**src/rtl/tfs_pkg.sv**
```systemverilog
// Shared types and helpers for the framed serial transmit sequencer.
// Assumes nothing beyond IEEE 1800-2017 packages.
package tfs_pkg;

    typedef enum logic [2:0] {
        ST_OFF  = 3'd0,
        ST_PRE  = 3'd1,
        ST_DATA = 3'd2,
        ST_CHKH = 3'd3,
        ST_CHKL = 3'd4,
        ST_HANG = 3'd5,
        ST_IDLE = 3'd6
    } tx_state_t;

    // Alternating pattern with a 1 in the top bit of a w-bit field.
    function automatic logic [31:0] alt_bits(input int w);
        logic [31:0] v;
        v = '0;
        for (int i = 0; i < w; i++) begin
            v[i] = ((w - 1 - i) % 2) == 0;
        end
        return v;
    endfunction

endpackage

```
**src/rtl/tfs_shift.sv**
```systemverilog
// Output shift register with a bit counter.
// Loads a parallel value, shifts left one place per request and flags the last bit.
// Assumes clear has priority over load, and load over shift.
module tfs_shift #(
    parameter int W = 8
) (
    input  logic         clk,
    input  logic         rst_n,
    input  logic         clr,
    input  logic         load,
    input  logic [W-1:0] load_val,
    input  logic         shift,
    output logic         msb,
    output logic         last
);
    localparam int CW = (W > 1) ? $clog2(W) : 1;

    logic [W-1:0]  sr_q;
    logic [CW-1:0] cnt_q;

    // Shift register and bit position update.
    always_ff @(posedge clk) begin
        if (!rst_n || clr) begin
            sr_q  <= '0;
            cnt_q <= '0;
        end else if (load) begin
            sr_q  <= load_val;
            cnt_q <= '0;
        end else if (shift) begin
            sr_q  <= {sr_q[W-2:0], 1'b0};
            cnt_q <= cnt_q + 1'b1;
        end
    end

    assign msb  = sr_q[W-1];
    assign last = (cnt_q == CW'(W - 1));
endmodule

```
**src/rtl/tfs_hold.sv**
```systemverilog
// Host holding register plus the data-ready and idle flags with their interrupts.
// Assumes 'on' is the live transmit enable and 'rise' its one-cycle rising edge.
// Writes while off are discarded; a set wins over a status-read clear.
module tfs_hold #(
    parameter int W = 8
) (
    input  logic         clk,
    input  logic         rst_n,
    input  logic         on,
    input  logic         rise,
    input  logic         wr,
    input  logic [W-1:0] wr_data,
    input  logic         take,
    input  logic         idle_set,
    input  logic         stat_rd,
    output logic [W-1:0] hold_q,
    output logic         full,
    output logic         rdy_flag,
    output logic         rdy_irq,
    output logic         idle_flag,
    output logic         idle_irq
);
    // Holding data register, written only while transmitting.
    always_ff @(posedge clk) begin
        if (!rst_n)          hold_q <= '0;
        else if (wr && on)   hold_q <= wr_data;
    end

    // Occupancy: a write in the same cycle as a transfer keeps the new byte.
    always_ff @(posedge clk) begin
        if (!rst_n || !on)   full <= 1'b0;
        else if (wr)         full <= 1'b1;
        else if (take)       full <= 1'b0;
    end

    // Data-ready flag: set on enable or transfer, cleared by a write.
    always_ff @(posedge clk) begin
        if (!rst_n || !on)      rdy_flag <= 1'b0;
        else if (rise || take)  rdy_flag <= 1'b1;
        else if (wr)            rdy_flag <= 1'b0;
    end

    // Data-ready interrupt: set on transfer only.
    always_ff @(posedge clk) begin
        if (!rst_n || !on)   rdy_irq <= 1'b0;
        else if (take)       rdy_irq <= 1'b1;
        else if (stat_rd)    rdy_irq <= 1'b0;
    end

    // Idle flag: set after the hang bit, cleared by a write.
    always_ff @(posedge clk) begin
        if (!rst_n || !on)   idle_flag <= 1'b0;
        else if (idle_set)   idle_flag <= 1'b1;
        else if (wr)         idle_flag <= 1'b0;
    end

    // Idle interrupt: set after the hang bit, cleared by a status read.
    always_ff @(posedge clk) begin
        if (!rst_n || !on)   idle_irq <= 1'b0;
        else if (idle_set)   idle_irq <= 1'b1;
        else if (stat_rd)    idle_irq <= 1'b0;
    end
endmodule

```
**src/rtl/tfs_group.sv**
```systemverilog
// Check-group counter. Arms on a rising check enable and counts data bytes
// loaded into the shifter, reporting a full group after GROUP_LEN of them.
// Assumes 'clr_grp' is pulsed when a check word starts or a group is abandoned.
module tfs_group #(
    parameter int GROUP_LEN = 6
) (
    input  logic clk,
    input  logic rst_n,
    input  logic chk_en,
    input  logic on,
    input  logic data_load,
    input  logic clr_grp,
    output logic grouping,
    output logic group_full,
    output logic start
);
    localparam int GW = $clog2(GROUP_LEN + 1);

    logic          chk_q;
    logic          armed_q;
    logic [GW-1:0] gc_q;
    logic          chk_rise;

    assign chk_rise = chk_en && !chk_q;

    // Previous check enable for edge detection.
    always_ff @(posedge clk) begin
        if (!rst_n) chk_q <= 1'b0;
        else        chk_q <= chk_en;
    end

    // Arming: set by a 0-to-1 change, dropped when the enable falls.
    always_ff @(posedge clk) begin
        if (!rst_n || !chk_en) armed_q <= 1'b0;
        else if (chk_rise)     armed_q <= 1'b1;
    end

    // Byte count within the current group.
    always_ff @(posedge clk) begin
        if (!rst_n || !on || !chk_en || chk_rise || clr_grp) gc_q <= '0;
        else if (data_load && armed_q)                       gc_q <= gc_q + 1'b1;
    end

    assign grouping   = armed_q;
    assign group_full = armed_q && (gc_q == GW'(GROUP_LEN));
    assign start      = armed_q && data_load && (gc_q == '0);
endmodule

```
**src/rtl/tx_frame_seq.sv**
```systemverilog
// Framed serial transmit sequencer top.
// Sends preamble, host bytes MSB first, optional 2-byte check words per group,
// and a hang bit before idling. Assumes bit_tick never occurs on two
// consecutive clocks, so the external generator has a clock to absorb each bit.
module tx_frame_seq #(
    parameter int DATA_W    = 8,
    parameter int GROUP_LEN = 6
) (
    input  logic                  clk,
    input  logic                  rst_n,
    input  logic                  bit_tick,
    input  logic                  tx_en,
    input  logic                  chk_en,
    input  logic                  wr_stb,
    input  logic [DATA_W-1:0]     wr_data,
    input  logic                  stat_rd,
    input  logic [2*DATA_W-1:0]   chk_word,
    output logic                  ser_out,
    output logic                  drive_en,
    output logic                  rdy_flag,
    output logic                  rdy_irq,
    output logic                  idle_flag,
    output logic                  idle_irq,
    output logic                  byte_tick,
    output logic                  chk_start,
    output logic                  chk_bit_vld,
    output logic                  chk_bit
);
    import tfs_pkg::*;

    localparam int CHK_W = 2 * DATA_W;
    localparam logic [DATA_W-1:0] PRE_PAT = DATA_W'(alt_bits(DATA_W));

    tx_state_t         state_q, nxt;
    logic              tx_en_q, rise;
    logic              ld, take, data_ld, chk_ld, abort, idle_set, shift, clr, boundary;
    logic [DATA_W-1:0] ld_val, hold_q;
    logic              full, msb, last;
    logic              grouping, group_full;
    logic              in_grp_q, feed_q;

    assign rise = tx_en && !tx_en_q;

    // Previous transmit enable for edge detection.
    always_ff @(posedge clk) begin
        if (!rst_n) tx_en_q <= 1'b0;
        else        tx_en_q <= tx_en;
    end

    // Next-state and shifter command decode.
    always_comb begin
        nxt      = state_q;
        ld       = 1'b0;
        ld_val   = '0;
        take     = 1'b0;
        data_ld  = 1'b0;
        chk_ld   = 1'b0;
        abort    = 1'b0;
        idle_set = 1'b0;
        shift    = 1'b0;
        clr      = 1'b0;
        boundary = 1'b0;
        if (!tx_en) begin
            nxt = ST_OFF;
            clr = 1'b1;
        end else if (rise) begin
            nxt    = ST_PRE;
            ld     = 1'b1;
            ld_val = PRE_PAT;
        end else begin
            case (state_q)
                ST_PRE, ST_DATA, ST_CHKH, ST_CHKL: begin
                    if (bit_tick) begin
                        if (!last) begin
                            shift = 1'b1;
                        end else begin
                            boundary = 1'b1;
                            ld       = 1'b1;
                            if (state_q == ST_DATA && group_full) begin
                                nxt    = ST_CHKH;
                                ld_val = chk_word[CHK_W-1 -: DATA_W];
                                chk_ld = 1'b1;
                            end else if (state_q == ST_CHKH) begin
                                nxt    = ST_CHKL;
                                ld_val = chk_word[DATA_W-1:0];
                            end else if (full) begin
                                nxt     = ST_DATA;
                                ld_val  = hold_q;
                                take    = 1'b1;
                                data_ld = 1'b1;
                            end else if (state_q == ST_PRE) begin
                                ld_val = PRE_PAT;
                            end else begin
                                nxt    = ST_HANG;
                                ld_val = '0;
                                abort  = 1'b1;
                            end
                        end
                    end
                end
                ST_HANG: begin
                    if (bit_tick) begin
                        nxt      = ST_IDLE;
                        idle_set = 1'b1;
                        clr      = 1'b1;
                    end
                end
                ST_IDLE: begin
                    if (bit_tick && full) begin
                        nxt     = ST_DATA;
                        ld      = 1'b1;
                        ld_val  = hold_q;
                        take    = 1'b1;
                        data_ld = 1'b1;
                    end
                end
                default: ;
            endcase
        end
    end

    // Sequencer state register.
    always_ff @(posedge clk) begin
        if (!rst_n) state_q <= ST_OFF;
        else        state_q <= nxt;
    end

    // Marks that the byte in the shifter belongs to a check group.
    always_ff @(posedge clk) begin
        if (!rst_n || clr) in_grp_q <= 1'b0;
        else if (ld)       in_grp_q <= data_ld && grouping;
    end

    // Strobe for the generator: one per grouped bit newly on the line.
    always_ff @(posedge clk) begin
        if (!rst_n || clr) feed_q <= 1'b0;
        else               feed_q <= (data_ld && grouping) || (shift && in_grp_q);
    end

    tfs_shift #(.W(DATA_W)) u_shift (
        .clk      (clk),
        .rst_n    (rst_n),
        .clr      (clr),
        .load     (ld),
        .load_val (ld_val),
        .shift    (shift),
        .msb      (msb),
        .last     (last)
    );

    tfs_hold #(.W(DATA_W)) u_hold (
        .clk       (clk),
        .rst_n     (rst_n),
        .on        (tx_en),
        .rise      (rise),
        .wr        (wr_stb),
        .wr_data   (wr_data),
        .take      (take),
        .idle_set  (idle_set),
        .stat_rd   (stat_rd),
        .hold_q    (hold_q),
        .full      (full),
        .rdy_flag  (rdy_flag),
        .rdy_irq   (rdy_irq),
        .idle_flag (idle_flag),
        .idle_irq  (idle_irq)
    );

    tfs_group #(.GROUP_LEN(GROUP_LEN)) u_group (
        .clk        (clk),
        .rst_n      (rst_n),
        .chk_en     (chk_en),
        .on         (tx_en),
        .data_load  (data_ld),
        .clr_grp    (chk_ld || abort),
        .grouping   (grouping),
        .group_full (group_full),
        .start      (chk_start)
    );

    assign drive_en    = (state_q != ST_OFF);
    assign ser_out     = drive_en && msb;
    assign byte_tick   = boundary;
    assign chk_bit_vld = feed_q;
    assign chk_bit     = msb;
endmodule

```
**config.mk**
```make
export PLATFORM = sky130hd
export DESIGN_NAME = tx_frame_seq
export DESIGN_NICKNAME = d
export VERILOG_FILES = /design/src/rtl/tfs_pkg.sv /design/src/rtl/tfs_shift.sv /design/src/rtl/tfs_hold.sv /design/src/rtl/tfs_group.sv /design/src/rtl/tx_frame_seq.sv
export SDC_FILE = /design/constraint.sdc
export NUM_CORES = 1
export LEC_CHECK = 0
export BUFFER_PORTS_ARGS = -buffer_cell sky130_fd_sc_hd__buf_2
export CAP_MARGIN = 20
export CORE_AREA = 2 2 51 77
export CTS_BUF_LIST = sky130_fd_sc_hd__clkbuf_8
export CTS_CLUSTER_DIAMETER = 40
export DETAILED_ROUTE_END_ITERATION = 16
export DIE_AREA = 0 0 53 79
export PLACE_DENSITY = 0.81
export REMOVE_ABC_BUFFERS = 1
export SLEW_MARGIN = 25
export SYNTH_ARGS = -nofsm -noshare
export SYNTH_HDL_FRONTEND = slang
export SYNTH_SLANG_ARGS = --single-unit
```
**constraint.sdc**
```tcl
create_clock -name clk -period 5.55 [get_ports clk]
set_clock_uncertainty 0.2 [all_clocks]
set_input_delay 0.2775 -clock clk [delete_from_list [all_inputs] [get_ports clk]]
set_output_delay 0.2775 -clock clk [all_outputs]
set_load 0.01 [all_outputs]
```
== After elaboration in Yosys (flattened, before gate mapping) ==
Index checks and enable logic that the tools add are counted.

* Bitwise gates (word level): 2
* Reduce and logical (&&, ||, !) cells: 40
* Mux-type cells: 72
* $mul: 0
* Equal/unequal tests: 18
* Shift-type cells: 0
* Order comparisons: 0
* Add/subtract/negate cells: 2
* Divide/modulo/power cells: 0

{| class="wikitable"
|+ Operators by type and width
! operator !! count
|-
| 8-bit two-way mux || 11
|-
| 1-bit two-way mux || 49
|-
| 3-bit two-way mux || 8
|-
| 8-bit one-hot mux with 2 select lines || 1
|-
| 3-bit == test, second input constant || 5
|-
| 3-bit by 2-bit inequality test with 1-bit output, second input constant || 4
|-
| 6-bit AND reduction || 2
|-
| 2-bit nonzero test || 6
|-
| 1-bit logical AND || 10
|-
| 1-bit logical OR || 9
|-
| 3-bit one-hot mux with 3 select lines || 1
|-
| 2-bit inequality test, second input constant || 4
|-
| 3-bit by 1-bit adder with 3-bit output, second input constant || 2
|-
| 3-bit by 2-bit == test with 1-bit output, second input constant || 2
|-
| 6-bit by 4-bit inequality test with 1-bit output, second input constant || 1
|-
| 3-bit nonzero test || 2
|-
| 1-bit logical NOT || 5
|-
| 5-bit by 4-bit inequality test with 1-bit output, second input constant || 1
|-
| 1-bit one-hot mux with 2 select lines || 2
|-
| 4-bit nonzero test || 1
|-
| 4-bit OR reduction || 1
|-
| 3-bit by 1-bit == test with 1-bit output, second input constant || 1
|-
| 3-bit logical NOT || 1
|-
| 3-bit OR reduction || 1
|-
| other kinds (3) || 4
|}

* Bits in latches: 0
* Output and inout port bits: 10
* Bits of input ports: 31
* Memories kept: 0
* Bits in registers: 35
* RAM bits: 0
* Word-level logic and storage cells: 150
* Bits in read-only memories: 0

== Logic depth before layout (Yosys ltp) ==
* Depth after elaboration: 12
* Depth in mapped cells: 9
* Gate-level depth less buffers: 7

== Modules after synthesis ==
From an unflattened synthesis, not the netlist that was laid out.

* Cells, all modules: 267
* Area total of the unflattened synthesis: 2,233.4 um^2

{| class="wikitable"
|+ By module, submodules not included
! module !! cells an instance !! area an instance (um^2) !! seq. area each (um^2) !! times used
|-
| tx_frame_seq || 136 || 930.9 || 120.1 || 1
|-
| tfs_hold || 58 || 534.3 || 260.2 || 1
|-
| tfs_shift || 48 || 503.0 || 220.2 || 1
|-
| tfs_group || 25 || 265.3 || 100.1 || 1
|}

== Worst setup path after synthesis ==
No wires, ideal clock.

* Kind: register to output
* From: reg u_shift.cnt_q[0]
* To: out chk_start
* Required time: 5.073 ns
* Setup slack: 3.279 ns
* Arrival: 1.794 ns
* Path buffers: 0
* Stages on the path, launching flop included: 8
* Cell sequence: dfxtp_1 > ha_1 > ha_1 > nor2b_1 > a32oi_4 > nor2_2 > nand3_1 > nor3b_1

* Cells in the longest elaborated chain, start to end: 8

{| class="wikitable"
|+ RTL lines
! item !! RTL line !! source
|-
| start: declaration || tfs_shift.sv:19 || <nowiki>logic [CW-1:0] cnt_q;</nowiki>
|-
| start signal: assignment || tfs_shift.sv:31 || <nowiki>cnt_q <= cnt_q + 1'b1;</nowiki>
|-
| 3-bit == test || tfs_shift.sv:36 || <nowiki>assign last = (cnt_q == CW'(W - 1));</nowiki>
|-
| 1-bit two-way mux || tx_frame_seq.sv:74 || <nowiki>if (!last) begin</nowiki>
|-
| 1-bit two-way mux || tx_frame_seq.sv:73 || <nowiki>if (bit_tick) begin</nowiki>
|-
| 1-bit one-hot mux with 2 select lines || tx_frame_seq.sv:71 || <nowiki>case (state_q)</nowiki>
|-
| 1-bit two-way mux || tx_frame_seq.sv:66 || <nowiki>end else if (rise) begin</nowiki>
|-
| 1-bit two-way mux || tx_frame_seq.sv:63 || <nowiki>if (!tx_en) begin</nowiki>
|-
| 1-bit logical AND (2 in series) || tfs_group.sv:46 || <nowiki>assign start = armed_q && data_load && (gc_q == '0);</nowiki>
|-
| end: declaration || tx_frame_seq.sv:25 || <nowiki>output logic chk_start,</nowiki>
|}

No other way between the ends.

== Final worst setup path ==
Ends and elaborated chain as after synthesis.

==> out/results.txt <==
WHS: 0.0377 ns
Max Fclk: 0.355 GHz
1st-iter DRT viols: 93
Max stage delay on crit path: 0.35 ns
Initial antenna violation count: 0
Resized cells post-CTS: 0
CTS Hold Bufs: 0
Final ANT Viol Nets: 0
Clock transition at the registers of the reported paths: 0.07 ns
Antenna Cells: 0
CTS buffer count: 5
Hold Violations, Final: 0
Ratio of cells with drive above 1 in the final layout: 21.4%
Slowest cell on the critical path: dfxtp_1
Post-synth EDFFs: 0
Post-route setup slack: 2.73 ns
Rows: 27
RD Place Congestion: 0.897
Clk buf depth: 2
Worst-Margin Slew: 0.661 ns
GRT Util Overall: 28.5%
Crit path kind: reg -> out
Most repeated library cell on the critical path: ha_1
Drt pass-1 iters: 4
Largest net degree at the start of global routing: 24
Final worst path period share: 50.8%
Yosys reg bits: 35
Yosys top cell area share: 33.4%
Synth area leader: dfxtp_1
Launch point of the worst path: u_shift.cnt_q[0]
Worst-path fanout max: 7
GRT overflow: 0
Main area contributors after synthesis: dfxtp_1 33%, nand2_1 5.6%, a32o_1 4.3%
WL final: 5.28 mm
Fin nets: 312
CTS sink count: 35
CP Cell Sequence: ha_1, ha_1, nor2b_1, a32oi_4, nor2_2, nand3_1, nor3b_1, buf_2
CTS tree: done
Vias per cell: 6.34
Sequential share of the synthesized area: 33.4%
First-pass GRT wire length: 8.77 mm
Number of global-route vias before repair: 1906
WP depth: 8
Post-route insts no fill: 319
CP Launch Type: flip-flop
Worst setup EP type: output port
Area of the mapped netlist: 0.00210 sq mm
Die area: 0.00419 sq mm
Die X: 53 um
Hold path cells: 2
Fill count: 315
DP Cell Count: 312
Unrepaired setup endpoints after global routing: no
# setup viols final: 0
Starting Density: 59.1%
Pleak: 0.906 nW
Root buf cell: clkbuf_8
Most used DFF post-synth: dfxtp_1
Setup Fix Bufs, Post-CTS: 0
I/O Pins: 41
Critical Path RT: 5.07 ns
R2R cell count: 5
Hold/Removal Path Class: in -> reg
H-tree levels: 2
Worst Min Path Start: chk_en
Dpl hpwl: 3.90 mm
Pre-CTS setup slack: 3.03 ns
Cell variety after synth: 50
Ys Warns: 0
Area grow syn2layout: 11.8%
Core ar.: 0.00355 sq mm
Pins Over Slew Limit: 0
PD cells: 215 mW/mm^2
Die H: 79 um
VDD IR-drop max: 0.193 mV
Port Buffers: 40
Mapped Cells: 248
MaxCap Viol Count: 0
Routed vias: 2023
Post-synth ARST share: 0%
Routed length per instance: 16.6 um
Worst-Skew Late Latency: 0.28 ns
Drt drc: 0
Mean Syn Cell Area: 8.45 sq um
CP top delay family: simple AND/OR/NAND/NOR gates
Setup TNS Final: 0 ns
Worst reg2reg startpoint: state_q[1]
Crit path DAT: 2.34 ns
Relative slew margins: 55.9%
Buf/Inv on CP: 1
Minimum clock period: 2.82 ns
Outcome: completed
## through the flow
stage	instance area (sq um)	total power, mW	utilization, %
CTS	2340	0.503	66.1
detailed placement	2260	0.322	63.6
floorplan	2000	0.297	-
global placement	2260	0.321	63.6
global route	2340	0.521	66.1
finish	2340	0.503	66.1
## power breakdown
| group | internal, mW | leakage [nW] | total [mW] | switching, mW |
|---|---|---|---|---|
| Clock | 0.0973 | 0.0470 | 0.185 | 0.0880 |
| Combinational | 0.0217 | 0.573 | 0.0495 | 0.0278 |
| Sequential | 0.259 | 0.286 | 0.268 | 0.00907 |
| Total | 0.378 | 0.906 | 0.503 | 0.125 |
## cell usage in the layout (no fill, tap or decap), types with 3 or more instances in the layout
cell      instances
clkbuf_8          6
nor2_1           10
a31oi_1           3
o21ai_0           3
buf_2            40
a32o_1            9
o221ai_1          8
and3b_1           3
a21boi_0          9
ha_1              5
o311a_1           3
inv_1             6
nor3_2            3
nand4_1           3
a21o_1            5
and2_1            7
nand3_1          17
nand2b_1          9
a21oi_1          13
dfxtp_1          35
o211ai_1          6
a32oi_1           8
and3_1            3
nand2_1          31
## cells in the mapped netlist (2+ instances only)
| master | instances |
|---|---|
| a32o_1 | 9 |
| buf_2 | 6 |
| nor3_1 | 2 |
| nand2_1 | 31 |
| a32oi_1 | 8 |
| o221ai_1 | 8 |
| clkbuf_1 | 11 |
| o211ai_1 | 6 |
| nand4_1 | 3 |
| and4_4 | 2 |
| a21boi_0 | 9 |
| nor2_1 | 10 |
| nand3_1 | 17 |
| nor2b_1 | 2 |
| buf_6 | 2 |
| ha_1 | 5 |
| xnor2_1 | 2 |
| and3b_1 | 3 |
| o311a_1 | 3 |
| nor2_2 | 2 |
| nor3_2 | 3 |
| and3_1 | 3 |
| inv_1 | 6 |
| and2_1 | 7 |
| a21o_1 | 5 |
| a31oi_1 | 3 |
| a21oi_1 | 13 |
| dfxtp_1 | 35 |
| nand2b_1 | 9 |
| o21ai_0 | 3 |
## per-layer routing
| metal | vias to the layer above | routed length, um | GRT usage (%) |
|---|---|---|---|
| met1 | 930 | 2150 | 35.5 |
| met3 | 24 | 290 | 5.45 |
| met5 | - | 0 | 0 |
| met2 | 86 | 2570 | 43.9 |
| met4 | 0 | 267 | 17.9 |
| li1 | 983 | - | - |
## cell type report
class	instances	area [sq um]	share of cell area, %
clock buffer	6	82.6	3.52
clock inverter	1	5.00	0.214
inverter	6	22.5	0.961
multi-input combinational	188	1280	54.6
sequential	35	701	29.9
tap	43	53.8	2.30
timing repair buffer	40	200	8.54
## worst register-to-register path: cells and delay by family (launching register included)
| kind | cells | cell delay [ns] |
|---|---|---|
| AOI/OAI and AO/OA | 1 | 0.12 |
| and+or+nand+nor | 4 | 1.26 |
| DFF | 1 | 0.73 |
## registers in the layout, indices dropped and copies added, names as in the netlist, 3 cells and up
register,count
u_shift.cnt_q,3
u_group.gc_q,3
u_hold.hold_q,8
state_q,3
u_shift.sr_q,8
## worst paths after layout
kind                            slack (ns)          endpoint
worst max-delay path                  2.73         chk_start
worst min-delay path                  0.04     u_group.chk_q
worst max register to register        3.11   u_group.gc_q[2]
worst min register to register        0.25  u_group.grouping
## cell families (layout without fill, tap and decap cells)
logic type | Yosys count | after routing | synth area share, %
and+or+nand+nor | 101 | 101 | 26.0
AOI/OAI and AO/OA | 77 | 77 | 29.6
DFF | 35 | 35 | 33.4
buffers and inverters | 25 | 53 | 5.55
adders and majority gates | 5 | 5 | 2.99
xor gates and xnor gates | 3 | 3 | 1.25
muxes | 2 | 2 | 1.19
Note: power is estimated with default switching activity, not from simulation.
